### config.mk
export PLATFORM = sky130hd
export DESIGN_NAME = sfifo_drop
export DESIGN_NICKNAME = d
export VERILOG_FILES = /design/src/rtl/sfifo_pkg.sv /design/src/rtl/sfifo_ptr_wrap.sv /design/src/rtl/sfifo_level.sv /design/src/rtl/sfifo_sat_cnt.sv /design/src/rtl/sfifo_store.sv /design/src/rtl/sfifo_drop.sv
export SDC_FILE = /design/constraint.sdc
export NUM_CORES = 1
export LEC_CHECK = 0
export ABC_AREA = 1
export BUFFER_PORTS_ARGS = -buffer_cell sky130_fd_sc_hd__buf_2
export CAP_MARGIN = 0
export CORE_MARGIN = 2
export CORE_UTILIZATION = 30
export CTS_CLUSTER_DIAMETER = 150
export CTS_CLUSTER_SIZE = 40
export DETAILED_ROUTE_END_ITERATION = 6
export PLACE_DENSITY = 0.42
export SYNTH_ARGS = -nofsm -noshare
export SYNTH_HDL_FRONTEND = slang
export SYNTH_SLANG_ARGS = --single-unit
### constraint.sdc
create_clock -name clk -period 3.1 [get_ports clk]
set_input_delay 0.155 -clock clk [delete_from_list [all_inputs] [get_ports clk]]
set_output_delay 0.155 -clock clk [all_outputs]
set_load 0.1 [all_outputs]
### src/rtl/sfifo_pkg.sv
package sfifo_pkg;
    parameter int unsigned FIFO_DEPTH = 10;
    parameter int unsigned WORD_W     = 8;
    parameter int unsigned DROP_W     = 7;

    localparam int unsigned PTR_W = $clog2(FIFO_DEPTH);
    localparam int unsigned LVL_W = $clog2(FIFO_DEPTH + 1);

    typedef logic [WORD_W-1:0] word_t;
    typedef logic [PTR_W-1:0]  ptr_t;
    typedef logic [LVL_W-1:0]  lvl_t;
    typedef logic [DROP_W-1:0] drop_t;

    typedef struct packed {
        lvl_t level;
        logic full;
        logic empty;
    } lvl_state_t;
endpackage

### src/rtl/sfifo_ptr_wrap.sv
module sfifo_ptr_wrap
    import sfifo_pkg::*;
(
    input  logic clk,
    input  logic rst_n,
    input  logic adv,
    output ptr_t ptr
);
    localparam ptr_t LAST = ptr_t'(FIFO_DEPTH - 1);

    ptr_t ptr_d, ptr_q;

    always_comb begin
        ptr_d = ptr_q;
        if (adv) begin
            if (ptr_q == LAST) ptr_d = '0;
            else               ptr_d = ptr_q + ptr_t'(1);
        end
    end

    always_ff @(posedge clk or negedge rst_n) begin
        if (!rst_n) ptr_q <= '0;
        else        ptr_q <= ptr_d;
    end

    assign ptr = ptr_q;
endmodule

### src/rtl/sfifo_level.sv
module sfifo_level
    import sfifo_pkg::*;
(
    input  logic clk,
    input  logic rst_n,
    input  logic inc,
    input  logic dec,
    output logic full,
    output logic empty
);
    localparam lvl_t TOP = lvl_t'(FIFO_DEPTH);

    lvl_state_t st_d, st_q;

    always_comb begin
        st_d = st_q;
        unique case ({inc, dec})
            2'b10:   st_d.level = st_q.level + lvl_t'(1);
            2'b01:   st_d.level = st_q.level - lvl_t'(1);
            default: st_d.level = st_q.level;
        endcase
        st_d.full  = (st_d.level == TOP);
        st_d.empty = (st_d.level == '0);
    end

    always_ff @(posedge clk or negedge rst_n) begin
        if (!rst_n) st_q <= '{level: '0, full: 1'b0, empty: 1'b1};
        else        st_q <= st_d;
    end

    assign full  = st_q.full;
    assign empty = st_q.empty;
endmodule

### src/rtl/sfifo_sat_cnt.sv
module sfifo_sat_cnt
    import sfifo_pkg::*;
(
    input  logic  clk,
    input  logic  rst_n,
    input  logic  inc,
    output drop_t count
);
    drop_t cnt_d, cnt_q;

    always_comb begin
        cnt_d = cnt_q;
        if (inc && (cnt_q != '1)) cnt_d = cnt_q + drop_t'(1);
    end

    always_ff @(posedge clk or negedge rst_n) begin
        if (!rst_n) cnt_q <= '0;
        else        cnt_q <= cnt_d;
    end

    assign count = cnt_q;
endmodule

### src/rtl/sfifo_store.sv
module sfifo_store
    import sfifo_pkg::*;
(
    input  logic  clk,
    input  logic  rst_n,
    input  logic  we,
    input  ptr_t  waddr,
    input  word_t wdata,
    input  logic  re,
    input  ptr_t  raddr,
    output word_t rdata
);
    word_t mem_q [FIFO_DEPTH];
    word_t rd_d, rd_q;

    for (genvar i = 0; i < FIFO_DEPTH; i++) begin : g_word
        word_t word_d;
        always_comb begin
            word_d = mem_q[i];
            if (we && (waddr == ptr_t'(i))) word_d = wdata;
        end
        always_ff @(posedge clk) begin
            mem_q[i] <= word_d;
        end
    end

    always_comb begin
        rd_d = rd_q;
        if (re) rd_d = mem_q[raddr];
    end

    always_ff @(posedge clk or negedge rst_n) begin
        if (!rst_n) rd_q <= '0;
        else        rd_q <= rd_d;
    end

    assign rdata = rd_q;
endmodule

### src/rtl/sfifo_drop.sv
module sfifo_drop
    import sfifo_pkg::*;
(
    input  logic              clk,
    input  logic              rst_n,
    input  logic              wr_en,
    input  logic [WORD_W-1:0] wr_data,
    input  logic              rd_en,
    output logic [WORD_W-1:0] rd_data,
    output logic              full,
    output logic              empty,
    output logic [DROP_W-1:0] drop_count
);
    logic rd_take, wr_take, wr_lost;
    ptr_t wr_ptr, rd_ptr;

    // Read is granted whenever something is held; a write is granted when a
    // slot is free now or is being freed by the read on this same edge.
    always_comb begin
        rd_take = rd_en & ~empty;
        wr_take = wr_en & (~full | rd_take);
        wr_lost = wr_en & ~wr_take;
    end

    sfifo_ptr_wrap i_wr_ptr (.clk(clk), .rst_n(rst_n), .adv(wr_take), .ptr(wr_ptr));
    sfifo_ptr_wrap i_rd_ptr (.clk(clk), .rst_n(rst_n), .adv(rd_take), .ptr(rd_ptr));

    sfifo_level i_level (
        .clk(clk), .rst_n(rst_n), .inc(wr_take), .dec(rd_take),
        .full(full), .empty(empty)
    );

    sfifo_sat_cnt i_drop (.clk(clk), .rst_n(rst_n), .inc(wr_lost), .count(drop_count));

    sfifo_store i_store (
        .clk(clk), .rst_n(rst_n),
        .we(wr_take), .waddr(wr_ptr), .wdata(wr_data),
        .re(rd_take), .raddr(rd_ptr), .rdata(rd_data)
    );
endmodule

After elaboration in Yosys (flattened, before gate mapping)
Memory sizes are Yosys's and may differ from the RTL's. A register that Yosys moved wholly into a read port is not among the register bits.
Index checks and enable logic that the tools add are counted.
{"block": "totals", "n_memories": 1, "word_cells": 106, "ff_bits": 21, "output_inout_bits": 17, "mem_bits_rw": 80, "inputBits": 12}
{"block": "op_classes", "add_sub_neg": 5, "reduce_logical": 23, "eq_ne": 24, "n_bitwise": 7, "n_mux": 40}
{"name": "i_store.mem_q", "words": 10, "width": 8, "read_ports": 1, "rd_ports_with_merged_regs": 1, "wr": 1, "line": "sfifo_store.sv:13", "rtl": "word_t mem_q [FIFO_DEPTH];"}
{"cell": "$mux W8", "count": 19}
{"cell": "$reduce_or A8 Y1", "count": 9}
{"cell": "$mux W4", "count": 11}
{"cell": "$eq A4 B3 Y1 const B", "count": 4}
{"cell": "$eq A4 B4 Y1 const B", "count": 4}
{"cell": "$add A4 B1 Y4 const B", "count": 3}
{"cell": "$logic_and A1 B1 Y1", "count": 11}
{"cell": "$ne A1 B1 Y1 const B", "count": 10}
{"cell": "$mux W1", "count": 9}
{"cell": "$eq A4 B2 Y1 const B", "count": 2}
{"cell": "$logic_not A4 Y1", "count": 2}
{"cell": "$pmux W4 S2", "count": 1}
{"cell": "$add A7 B1 Y7 const B", "count": 1}
{"cell": "$ne A7 B7 Y1 const B", "count": 1}
{"cell": "$eq A4 B1 Y1 const B", "count": 1}
{"cell": "$sub A4 B1 Y4 const B", "count": 1}
{"cell": "$and A1 B1 Y1", "count": 3}
{"cell": "$not A1 Y1", "count": 3}
{"cell": "$eq A2 B1 Y1 const B", "count": 1}
{"cell": "$eq A2 B2 Y1 const B", "count": 1}
{"cell": "$logic_not A1 Y1", "count": 1}
{"cell": "$or A1 B1 Y1", "count": 1}

Longest topological paths before layout
Gate-level depths: netlist (run 1).
{"block": "logic_depth", "depth_word": 16, "mapped_depth": 14, "ltp_nobuf": 14}

By module
A second synthesis (run 1) with hierarchy kept.
{"block": "unflattened", "cells_unflattened": 507, "area_unflattened_um2": 4942.2}
{"mod": "sfifo_store", "n_inst": 1, "area_per_inst_um2": 3746.1, "cells_each": 352, "seq_area_each_um2": 2602.5}
{"mod": "sfifo_sat_cnt", "n_inst": 1, "area_per_inst_um2": 402.9, "cells_each": 55, "seq_area_each_um2": 175.2}
{"mod": "sfifo_level", "n_inst": 1, "area_per_inst_um2": 382.9, "cells_each": 51, "seq_area_each_um2": 151.4}
{"mod": "sfifo_ptr_wrap", "n_inst": 2, "area_per_inst_um2": 188.9, "cells_each": 21, "seq_area_each_um2": 100.1}
{"mod": "sfifo_drop", "n_inst": 1, "area_per_inst_um2": 32.5, "cells_each": 7, "seq_area_each_um2": 0.0}

Worst setup path before layout (run 1)
OpenSTA, ideal clock, no wires.
{"block": "synth_path", "kind": "register to register", "from": "reg i_level.st_q, in the netlist i_level.empty", "to": "reg i_level.st_q, in the netlist i_level.empty", "slack_ns": 0.436, "path_buffers": 1, "synth_period_minus_slack_ns": 2.664, "path_stages_with_launch": 14, "setup_ns": 0.067, "arrival_time_ns": 2.597, "required_time_ns": 3.033, "path_cell_list": "dfstp_2 > inv_1 > nand2_4 > inv_1 > clkbuf_1 > ha_1 > nor2_1 > nor2_1 > ha_1 > a21o_1 > or2_2 > nand3_1 > nand3_1 > nor2_1"}
{"item": "start, declared", "line": "sfifo_level.sv:13", "rtl": "lvl_state_t st_d, st_q;"}
{"item": "start signal, assigned", "line": "sfifo_level.sv:27", "rtl": "if (!rst_n) st_q <= '{level: '0, full: 1'b0, empty: 1'b1};"}
{"item": "start signal, assigned", "line": "sfifo_level.sv:28", "rtl": "else st_q <= st_d;"}

==> results of run 1 <==
cell usage in the layout (no fill, tap or decap), drive strengths merged:
master         n
nor3           4
dlygate4sd3    1
nand2        110
a21oi         18
a2bb2oi        1
nand4         20
clkinv         4
edfxtp        80
o22ai          1
nand3b         1
or2           11
dfstp          1
inv           34
nand3         22
ha             4
o21ai          8
nor2          62
a21o           1
dfrtp         28
buf           39
o22a           1
xor2           6
clkinvlp       1
xnor2          2
clkbuf        11
cell usage after synthesis (5+ instances only):
| library cell | count |
|---|---|
| nand2_1 | 109 |
| xor2_1 | 6 |
| buf_4 | 5 |
| a21oi_1 | 17 |
| nor2_1 | 59 |
| edfxtp_1 | 80 |
| or2_2 | 10 |
| inv_1 | 28 |
| dfrtp_1 | 28 |
| nand3_1 | 22 |
| nand4_1 | 20 |
| o21ai_0 | 7 |
flip-flops by register name, indices dropped and copies added, names as in the netlist:
register,flops
i_store.mem_q,80
i_wr_ptr.ptr,4
i_store.rdata,8
i_rd_ptr.ptr,4
i_drop.count,7
i_level.full,1
i_level.st_q,4
i_level.empty,1
cells by family after synthesis:
group / count (synthesis) / share of synthesized area [%]
DFF: 109 / 67.56
and+or+nand+nor: 230 / 21.53
AOI/OAI and AO/OA: 30 / 3.728
adders and majority gates: 4 / 1.081
buffers and inverters: 47 / 4.592
xor gates and xnor gates: 8 / 1.513
final timing paths:
check                                                      to  slack (ns)
worst min-delay path            i_store.mem_q[1][3]$_DFFE_PP_        0.11
worst min register to register    i_drop.count[6]$_DFFE_PN0P_        0.50
worst max register to register         i_level.full$_DFF_PN0_        0.64
min in group asynchronous         i_drop.count[3]$_DFFE_PN0P_        0.38
worst max-delay path                   i_level.full$_DFF_PN0_        0.64
max in group asynchronous           i_level.st_q[3]$_DFF_PN0_        2.27
timing repair:
item                                   in CTS  in global routing
hold buffers                                1                  0
setup endpoints to repair                   0                  0
endpoints found under the hold margin      28                  0
per-layer routing:
layer | up-vias | global-route usage (%) | part of all wire (%)
met3 | 7 | 4.048 | 3.6
met1 | 1421 | 17.65 | 46
met5 | - | 0 | 0
met4 | 0 | 3.232 | 0.91
li1 | 1511 | - | -
met2 | 49 | 23.65 | 50
layout make-up:
class | count | share of cell area, %
Sequential cell | 109 | 59.06
Multi-Input combinational cell | 272 | 24.34
Clock buffer | 11 | 4.770
Tap cell | 188 | 4.439
Timing Repair Buffer | 40 | 4.392
Inverter | 34 | 2.408
Clock inverter | 5 | 0.5903
metrics by stage:
step	hold WS [ns]	cells	total power (µW)
after floorplan	-0.1406	428	3871
after global placement	0.2384	642	4418
after detailed placement	0.2397	642	4443
after CTS	0.1113	659	5566
after global routing	0.1164	659	5838
final	0.1133	659	5470
power by group through the flow:
| stage | clock, µW | combinational, µW | sequential (µW) |
|---|---|---|---|
| after floorplan | 0 | 1190 | 2680 |
| after global placement | 0 | 2300 | 2120 |
| after detailed placement | 0 | 2320 | 2120 |
| after CTS | 1150 | 2320 | 2100 |
| after global routing | 1200 | 2510 | 2130 |
| final | 1100 | 2280 | 2090 |
==> run metrics, run 1 <==
pre-CTS WS=0.6506 ns; post-synthesis sequential area ratio=67.56%; Min Clock Period, post-route=2.459 ns; Post CTS Setup Buffer Count=0; Vias=2988; Final WS setup=0.6413 ns; CP required=3.37 ns; Yosys warning total=0; P per Cell Area=1032 mW/mm²; # fillers=1514; post-CTS resize count=0; WP buf/inv=2; CTS tree=built; status=finished clean; first-pass GRT wire length=16700 µm; worst hold stages=1; Avg WL per Cell=16.21 µm; n_diodes=0; via count of the first global-routing pass=3078; DR iter-0 viols=216; die area=0.01645 mm²; Seq. cell area=0.003129 mm²; slew margin rel.=47.29%; top cell type's share of synthesized area=51.86%; Final ANT Viol Nets=0; number of distinct library cells after synthesis=32; final hold vios=0; Port Buffer Count=28; RSZ-0062 raised after global routing=false; fmax=406.7 MHz; part of the power in registers=38.2%; switch share=44.78%; clock sink total=109; Critical Path Start Type=flop; post-synthesis instance total=428; area leader, netlist=edfxtp_1; clock root buffer=clkbuf_16; Pint=3020 µW; Critical Path Start=i_level.empty$_DFF_PN1_; initial core utilization=30.58%; Synth area leaders=edfxtp_1 52%, dfrtp_1 15%, nand2_1 8.8%, nor2_1 4.8%, nand4_1 2.7%; Net Count, Synth=444; WP depth=12; Post-synth ARST share=26.61%; CP max stage delay=0.52 ns; Worst-path clk slew=0.07 ns; initial antenna violation count=0; combinational power share=41.8%; slew of the pin with the lowest slew margin=0.7877 ns; synthesis-to-finish area growth=14.40%; Tot GR Track Use=13.95%; drt first pass iters=4; Critical Path AT=2.73 ns; final worst-path cycle share=79.31%; setup_tns=0 ns; Setup-failing EPs final=0; min-delay src=wr_data[3]; Peak VDD IR=0.3968 mV; final core utilization=34.99%; top_reg_cell synth=edfxtp_1; die span in x=128.3 µm; Row Count=45; global route overflow=0; drt drc=0; nets@finish=482; Leakage=0.002109 µW; Crit. End Element=flop; area taken by multi-input logic gates=0.001290 mm²; Top-Level Pins=29; Pins Over Slew Limit=0; switching power=2449 µW; Synth Area per Inst=10.82 µm²; design area=0.005299 mm²; cts bufs inserted=9; Synth Register Bits=109; largest net degree at the start of global routing=30; number of synthesized flops with an enable pin=80; H-tree Lvls=3; reg2reg start=i_level.empty$_DFF_PN1_; Critical Setup Path Class=flop to flop; core outline area=0.01515 mm²; Worst Reg-to-Reg Cells=12; vias per inst=4.534; Cell Chain, Critical Path=inv_1 -> nand2_4 -> inv_1 -> ha_1 -> nor2_1 -> nor2_1 -> ha_1 -> a21o_1 -> or2_2 -> nand3_1 -> nand3_1 -> nor2_1; cell family with most CP delay=simple AND/OR/NAND/NOR gates; DP Area=0.005005 mm²; GPL Wtd Cong=0.7662; CP max stage cell=dfstp_2; Mapped Area=0.004632 mm²; total length of routed wires=10680 µm; hold crit path type=input pin to flop; share of cells above drive strength 1=15.71%; Max-Cap Viols=0; post-DP HPWL=7189 µm; Die Height=128.3 µm; Critical Path Fanout Max=14; Clock power frac=20.1%; CTS max path bufs=2; insertion delay to the later sink of the worst-skew pair=0.35 ns; skew final=0.006534 ns; CP most frequent cell=nor2_1
(Power assumes the default switching activity.)
==> run 2, diff against run 1 <==
- ABC_AREA: 1 -> 0
- clock period: 3.1 -> 2.4 ns (I/O delays scaled with it)
==> run 2 against run 1 <==
Effect of this change: non-clock buffer count grew 3; sequential cell count did not move; combinational power grew 9.6%; hold slack got worse by 0.021 ns; die area fell by 2.8%; first-iteration DRC count rose by 4.6%.
==> run metrics, run 2 <==
Setup-failing EPs final=0 (unchanged); Row Count=44 (-2.2%); Clock power frac=21.6% (+1.5 points); post-synthesis instance total=265 (-38%); Yosys warning total=0 (unchanged); P per Cell Area=1267 mW/mm² (+23%); CTS tree=built; Worst Reg-to-Reg Cells=10 (-2); part of the power in registers=40.8% (+2.6 points); Critical Path Start=i_level.empty$_DFF_PN1_; R2R setup slack=0.14 ns (-0.50 ns); area taken by multi-input logic gates=0.001309 mm² (+1.5%); total chip power=6643 µW (+21%); number of synthesized flops with an enable pin=80 (unchanged); H-tree Lvls=3 (unchanged); RSZ-0062 raised after global routing=false; post-DP HPWL=5644 µm (-21%); Critical Setup Path Class=flop to flop; Min Clock Period, post-route=2.262 ns (-0.1970 ns); Synth Register Bits=109 (unchanged); DP Area=0.004951 mm² (-1.1%); Avg WL per Cell=17.35 µm (+7.0%); Pins Over Slew Limit=0 (unchanged); CTS max path bufs=2 (unchanged); reg2reg start=i_level.empty$_DFF_PN1_; design area=0.005241 mm² (-1.1%); Worst Hold Margin=0.09211 ns (-0.02119 ns); Largest register FFs=80 (unchanged); # fillers=1366 (-9.8%); share of cells above drive strength 1=25.64% (+9.9 points); crit path to=i_level.empty$_DFF_PN1_; fmax=442.2 MHz (+8.7%); slew margin rel.=53.98% (+6.7 points); commonest cells after routing, fill and taps aside=80 x edfxtp_1, 28 x buf_2, 27 x dfrtp_1; Synth Area per Inst=16.97 µm² (+57%); drt first pass iters=4 (unchanged); status=finished clean; list of most frequent post-synthesis cells=80 x edfxtp_1, 28 x dfrtp_1, 17 x mux2i_1, 17 x nand2_1; clock sink total=109 (unchanged); Synth area leaders=edfxtp_1 53%, dfrtp_1 16%, mux4_2 4.5%, mux4_1 4.1%, mux2i_1 3.8%; switch share=39.60% (-5.2 points); top cell type's share of synthesized area=53.41% (+1.5 points); GPL Wtd Cong=0.7088 (-7.5%); die span in x=126.5 µm (-1.4%); combinational power share=37.6% (-4.2 points); r2r endpoint=i_level.empty$_DFF_PN1_; die area=0.01599 mm² (-2.8%); top_reg_cell synth=edfxtp_1; Pint=4012 µW (+33%); pre-CTS WS=0.1400 ns (-0.5106 ns); Worst-path clk slew=0.07 ns (about the same); skew final=0.007254 ns (+0.0007198 ns); Peak VDD IR=0.4870 mV (+23%); post-synthesis sequential area ratio=69.57% (+2.0 points); most frequent cell after synthesis=edfxtp_1; Max-Cap Viols=0 (unchanged); final hold vios=0 (unchanged); Final WS setup=0.1383 ns (-0.5030 ns); slew of the pin with the lowest slew margin=0.6903 ns (-0.09738 ns); DR iter-0 viols=226 (+4.6%); Net Count, Synth=281 (-37%); first-pass GRT wire length=13720 µm (-18%); Port Buffer Count=28 (unchanged); initial antenna violation count=0 (unchanged); CP required=2.68 ns (-0.69 ns); Die Height=126.5 µm (-1.4%); via count of the first global-routing pass=2365 (-23%); synthesis-to-finish area growth=16.52%; commonest non-fill, non-tap cell in the layout=edfxtp_1; Mapped Area=0.004498 mm² (-2.9%); initial core utilization=30.83% (+0.25 points); switching power=2631 µW (+7.4%); nets@finish=323 (-33%); insertion delay to the later sink of the worst-skew pair=0.35 ns (about the same); clock root buffer=clkbuf_16; hold crit path type=input pin to flop; area leader, netlist=edfxtp_1; Leakage=0.001965 µW (-6.8%); Top-Level Pins=29 (unchanged); Seq. cell area=0.003134 mm² (+0.16%); vias per inst=4.716 (+4.0%); cts bufs inserted=9 (unchanged); Crit. End Element=flop; Tot GR Track Use=11.50% (-2.5 points); largest net degree at the start of global routing=30 (unchanged); Critical Path Start Type=flop; drt drc=0 (unchanged); final worst-path cycle share=94.24% (+15 points); Biggest register=i_store.mem_q; core outline area=0.01459 mm² (-3.7%); number of distinct library cells after synthesis=46 (+44%); Critical Path Fanout Max=7 (-7); total length of routed wires=8608 µm (-19%); global route overflow=0 (unchanged); Critical Path AT=2.54 ns (-0.19 ns); n_diodes=0 (unchanged); Vias=2339 (-22%); Final ANT Viol Nets=0 (unchanged); Post-synth ARST share=26.61% (unchanged); Post CTS Setup Buffer Count=0 (unchanged)
==> run 2: per-stage QoR <==
step	std cells	TNS, ns	utilization (%)
after detailed placement	479	0	33.94
final	496	0	35.93
after global routing	496	0	35.93
after floorplan	265	-0.07685	-
after CTS	496	0	35.93
after global placement	479	0	33.94
==> run 2: cell type report <==
| cell class | instances | share of cell area [%] |
|---|---|---|
| inverters | 4 | 0.3820 |
| flip-flops and latches | 109 | 59.80 |
| well taps | 184 | 4.392 |
| clock buffers | 9 | 4.297 |
| repair buffers | 43 | 5.109 |
| clock inverters | 7 | 1.050 |
| multi-input cells | 140 | 24.97 |
==> run 2: cells by family (layout without fill, tap and decap cells) <==
group,Yosys count,in the layout,synth area share (%)
adder cells (fa/ha/maj),4,4,1.113
buffers and inverters,16,63,2.086
AO/OA/AOI/OAI,25,25,4.311
flip-flops,109,109,69.57
AND/OR/NAND/NOR,63,63,7.511
XOR/XNOR,13,13,2.531
multiplexers,35,35,12.88
==> run 2: power groups by stage <==
stage | logic, µW | clock network, µW | registers, µW
floorplan | 1410 | 0 | 3320
global placement | 2530 | 0 | 2750
detailed placement | 2550 | 0 | 2750
CTS | 2550 | 1480 | 2720
global route | 2680 | 1550 | 2760
finish | 2500 | 1440 | 2710
==> run 2: worst min path at each step <==
stage	from	end	slack [ns]	cells after the start
after floorplan	rst_n	i_drop.count[0]$_DFFE_PN0P_	-0.18	0
after global placement	rst_n	i_level.st_q[3]$_DFF_PN0_	0.22	1
after detailed placement	rst_n	i_level.st_q[3]$_DFF_PN0_	0.21	1
after CTS	wr_data[6]	i_store.mem_q[9][6]$_DFFE_PP_	0.08	1
after global routing	wr_data[6]	i_store.mem_q[5][6]$_DFFE_PP_	0.10	1
final	wr_data[3]	i_store.mem_q[5][3]$_DFFE_PP_	0.09	1
==> run 2: per-layer routing <==
metal	global-route usage (%)	vias up	part of all wire [%]
met2	17.52	37	45
met3	2.531	12	2.9
met4	5.430	0	2.1
met1	15.69	1169	50
met5	0	-	0
li1	-	1121	-
==> run 2: worst max-delay path: stages, from the launching register on <==
cell      delay (ns)
dfstp_4         0.62
nand2b_4        0.14
inv_6           0.05
o21ai_4         0.18
ha_4            0.19
xor2_1          0.08
ha_2            0.18
a21oi_2         0.16
mux2i_1         0.25
o211ai_1        0.12
and4_1          0.22
==> run 2: repair_timing <==
action                                  CTS  global route
resized for setup                         0             0
endpoints found under the setup margin    0             1
endpoints found under the hold margin    28             0
hold buffers                              1             0
